--- config.mk ---
export PLATFORM = sky130hd
export DESIGN_NAME = pll_cal_seq
export DESIGN_NICKNAME = d
export VERILOG_FILES = /design/src/rtl/pll_cal_seq.sv
export SDC_FILE = /design/constraint.sdc
export NUM_CORES = 1
export LEC_CHECK = 0
export BUFFER_PORTS_ARGS = -buffer_cell sky130_fd_sc_hd__buf_4
export CAP_MARGIN = 15
export CORE_UTILIZATION = 51
export CTS_CLUSTER_SIZE = 40
export DETAILED_ROUTE_END_ITERATION = 12
export PLACE_DENSITY = 0.76
export SYNTH_ARGS = -nofsm -noshare
export SYNTH_HDL_FRONTEND = slang
export SYNTH_SLANG_ARGS = --single-unit
--- constraint.sdc ---
create_clock -name clk -period 2.19 [get_ports clk]
set_clock_uncertainty 0.15 [all_clocks]
set_input_delay 0.1095 -clock clk [delete_from_list [all_inputs] [get_ports clk]]
set_output_delay 0.1095 -clock clk [all_outputs]
set_load 0.02 [all_outputs]
--- src/rtl/pll_cal_seq.sv ---
module pll_cal_seq #(
  parameter int CFG_W = 8
) (
  input  logic             clk,
  input  logic             por,
  input  logic             ext_rst_n,
  input  logic [CFG_W-1:0] cfg_sel,
  input  logic             range_err,
  input  logic             in_alarm,
  input  logic             in_active,
  input  logic             ref_ok,
  input  logic             cal_done,
  input  logic             drift,
  input  logic             squelch_en,
  output logic             cal_busy,
  output logic             lol,
  output logic             holdover,
  output logic             out_squelch
);

  typedef enum logic [2:0] {ST_RESET, ST_WAIT, ST_CAL, ST_LOCK, ST_HOLD} st_t;

  st_t              state;
  logic [CFG_W-1:0] cfg_q, cfg_cap;
  logic             requeue, sq;

  wire in_ok  = !in_alarm && in_active;
  wire clk_ok = in_ok && ref_ok;
  wire trig   = (cfg_q != cfg_cap) || range_err || drift;

  always_ff @(posedge clk or posedge por) begin
    if (por) begin
      state   <= ST_RESET;
      cfg_q   <= '0;
      cfg_cap <= '0;
      requeue <= 1'b0;
      sq      <= 1'b1;
    end else begin
      cfg_q <= cfg_sel;
      if (!ext_rst_n) begin
        state   <= ST_RESET;
        requeue <= 1'b0;
        sq      <= 1'b1;
      end else begin
        case (state)
          ST_RESET: state <= ST_WAIT;
          ST_WAIT:
            if (clk_ok) begin
              state   <= ST_CAL;
              cfg_cap <= cfg_q;
              requeue <= 1'b0;
            end
          ST_CAL:
            if (cal_done) begin
              sq <= 1'b0;
              if (requeue || trig) state <= ST_WAIT;
              else if (in_alarm)   state <= ST_HOLD;
              else                 state <= ST_LOCK;
            end else if (trig) begin
              requeue <= 1'b1;
            end
          ST_LOCK:
            if (trig)        state <= ST_WAIT;
            else if (!in_ok) state <= ST_HOLD;
          ST_HOLD:
            if (trig)       state <= ST_WAIT;
            else if (in_ok) state <= ST_LOCK;
          default: state <= ST_RESET;
        endcase
      end
    end
  end

  assign cal_busy    = (state == ST_CAL);
  assign lol         = (state != ST_LOCK);
  assign holdover    = (state == ST_HOLD);
  assign out_squelch = sq && squelch_en;

  assert_start_gated_R2: assert property (@(posedge clk) disable iff (por)
    $rose(cal_busy) |-> $past(clk_ok && ext_rst_n));

  assert_reset_hold_R7: assert property (@(posedge clk) disable iff (por)
    !ext_rst_n |=> (state == ST_RESET && !cal_busy && lol));

  assert_stay_locked_R4: assert property (@(posedge clk) disable iff (por)
    (state == ST_LOCK && !trig && in_ok && ext_rst_n) |=> (state == ST_LOCK));

  assert_relock_no_cal_R5: assert property (@(posedge clk) disable iff (por)
    (state == ST_HOLD && !trig && in_ok && ext_rst_n) |=> (!lol && !cal_busy));

  assert_done_alarm_R10: assert property (@(posedge clk) disable iff (por)
    (state == ST_CAL && cal_done && !requeue && !trig && in_alarm && ext_rst_n)
      |=> holdover);

  assert_requeue_R8: assert property (@(posedge clk) disable iff (por)
    (state == ST_CAL && cal_done && requeue && ext_rst_n) |=> (state == ST_WAIT));

  assert_squelch_release_R9: assert property (@(posedge clk) disable iff (por)
    $fell(sq) |-> $past(cal_done && state == ST_CAL));

endmodule

==> impl_metrics.ini <==
[status]
status = finished clean

[logic_synthesis]
synthCells = 86
synthTopCellsByArea = dfrtp_1 51%, mux2_1 9.1%, xor2_1 7.1%, dfstp_2 2.7%, nand2b_1 2.5%
yosys.area.top_type_share = 0.507
yosysTopAreaCell = dfrtp_1
yosysSeqAreaShare = 0.534
synth.ff_latch_count = 21
yosysWarnings = 0
syn-num-nets = 104
avgSynthCellArea_sq_um = 11.5
yosysUniqueCellTypes = 32
netlist_area_sq_um = 987

[power]
power_density_nw_per_um2 = 775
vdd_ir_drop_max_v = 0.000533
p_leak_nw = 0.605

[sta]
period_needed_ns = 1.97
maxSlewHeadroom = 0.490
slew_violations = 0
fin_tns_setup_ns = 0
hold_violations = 0
rsz0062_at_grt = false
min_period_over_period = 0.900
worst_pin_slew_ns = 0.764
fmax_ghz = 0.507
finalSetupViolations = 0

[clock_tree]
clock_latency_ns = 0.30
clkTransAtPathRegs_ns = 0.12
cts-root-buf = clkbuf_4
clock-sinks = 21
clockBufferDepth = 2
ctsHtreeMaxLevel = 1
cts_tree = yes
post_cts_resized = 0
cts_buffers = 3

[detailed_routing]
wl_microns = 1930
dr.pass1.iters = 4
avgViaCountPerCell = 5.36
drcViolationCount = 0
first_iter_violations = 27
ant_nets = 0
wl_per_cell_microns = 13.0
vias = 798

[place]
portBuffers = 21
globalplace.congestion = 1.03
place_hpwl_microns = 1330
dp_cells = 131

[run]
drv_cap = 0

[final_layout]
fill_cells = 139
layout_commonest_cell = buf_4
drive_gt1_frac = 0.258
synthToLayoutAreaGrowth_pct = 35.7
fin_cells = 149
nNetsFinal = 143
antenna_cells = 0
layout.cells.most_common_list = 21 x buf_4, 20 x dfrtp_1, 14 x dlygate4sd3_1

[floorplanning]
die_w_microns = 46.0
rows = 15
io_pins = 22
die_y_microns = 46.0
start_util = 0.560
die-area_sq_um = 2120
core_area_sq_um = 1760

[hold_path]
hp-class = input pin to flip-flop

[global_route]
antenna_found_initial = 0
grt_max_degree = 22
grt_pass1_wl_microns = 3250
grt_pass1_vias = 763
grt_usage = 0.220
grt-ovfl-total = 0

[setup_path]
critical_path_class = flip-flop to flip-flop
critPathRequiredTime_ns = 2.28
end_kind = flip-flop
cp-start-kind = flip-flop
path_max_fanout = 5
cp_data_arrival_time_ns = 2.07
-- metal layers --
layer / up-vias / share of wire / global-route usage
li1: 378 / - / -
met1: 374 / 0.43 / 0.293
met2: 42 / 0.49 / 0.352
met3: 4 / 0.068 / 0.0635
met4: 0 / 0.0078 / 0.0529
met5: - / 0 / 0
-- path summary, 6_finish.rpt --
check                           slack (ns)  startpoint    endpoint  depth (start not counted)
worst max-delay path                  0.22  cfg_cap[1]    state[2]                          5
worst min-delay path                  0.09      ref_ok    state[0]                          5
worst max register to register        0.22  cfg_cap[1]    state[2]                          5
worst min register to register        0.37    cfg_q[2]  cfg_cap[2]                          1
max in group asynchronous             1.06         por    cfg_q[5]                          3
min in group asynchronous             0.35         por  cfg_cap[1]                          3
-- timing repair --
action | in CTS | in global routing
hold buffers | 14 | 0
setup buffers | 0 | 0
hold endpoints to repair | 32 | 0
-- cell type report --
type,count,area [sq um],area share
Sequential cell,21,527,0.393
Multi-Input combinational cell,60,442,0.330
Timing Repair Buffer,35,298,0.222
Tap cell,25,31.3,0.0233
Clock buffer,3,22.5,0.0168
Inverter,4,15.0,0.0112
Clock inverter,1,5.00,0.00373
-- sequential cells by signal, summed over array words and instances, names as in the netlist --
name / flops
sq: 1
cfg_q: 8
requeue: 1
cfg_cap: 8
state: 3
-- stage by stage --
stage               instance area [sq um]  setup WS, ns  power (W)  utilization  hold WS, ns
finish                               1340         0.219    0.00104        0.760       0.0861
global route                         1340         0.137    0.00111        0.760       0.0789
CTS                                  1340         0.200    0.00105        0.760       0.0653
detailed placement                   1170         0.439   0.000841        0.665       0.0699
global placement                     1170         0.461   0.000828        0.665       0.0686
floorplan                             987         0.506   0.000753            -      -0.0647
-- power by group --
part	internal [W]	total (W)	switching (W)	leakage, nW
clock	0.0000681	0.000181	0.000113	0.0177
sequential	0.000478	0.000556	0.0000779	0.258
combinational	0.000161	0.000302	0.000141	0.329
total	0.000706	0.00104	0.000332	0.605
-- cells in the mapped netlist --
| master | number |
|---|---|
| o21ai_0 | 2 |
| nor3_1 | 4 |
| nand3b_1 | 2 |
| nor2b_1 | 2 |
| and2_1 | 1 |
| dfrtp_1 | 20 |
| dfstp_2 | 1 |
| nand2_1 | 4 |
| o31ai_1 | 1 |
| a21oi_1 | 2 |
| a22oi_1 | 1 |
| clkbuf_1 | 1 |
| mux2_4 | 1 |
| a21boi_1 | 1 |
| a211oi_1 | 1 |
| nand3_1 | 3 |
| xor2_1 | 8 |
| and4_1 | 1 |
| inv_2 | 1 |
| a32oi_1 | 1 |
| nand2b_1 | 4 |
| nand3_2 | 1 |
| nand2_2 | 1 |
| o21ai_1 | 2 |
| nor4_2 | 1 |
| mux2_1 | 8 |
| nor2_1 | 4 |
| nor3b_1 | 1 |
| a21o_1 | 1 |
| a22oi_2 | 1 |
| o2bb2ai_1 | 1 |
| inv_1 | 3 |
-- kinds of logic (layout without fill, tap and decap cells) --
| logic type | Yosys count | count (layout) | share of synthesized area |
|---|---|---|---|
| and+or+nand+nor | 29 | 29 | 0.171 |
| muxes | 9 | 9 | 0.106 |
| AOI/OAI and AO/OA | 14 | 14 | 0.0989 |
| DFF | 21 | 21 | 0.534 |
| xor gates and xnor gates | 8 | 8 | 0.0710 |
| buffers and inverters | 5 | 43 | 0.0190 |
-- critical path: stages, from the launching register on --
cell and delay, ns:
dfrtp_1 0.42, xor2_1 0.17, nor4_2 0.30, nand3_2 0.18, dlygate4sd3_1 0.59, nor2_1 0.10
Note: power is estimated with default switching activity, not from simulation.
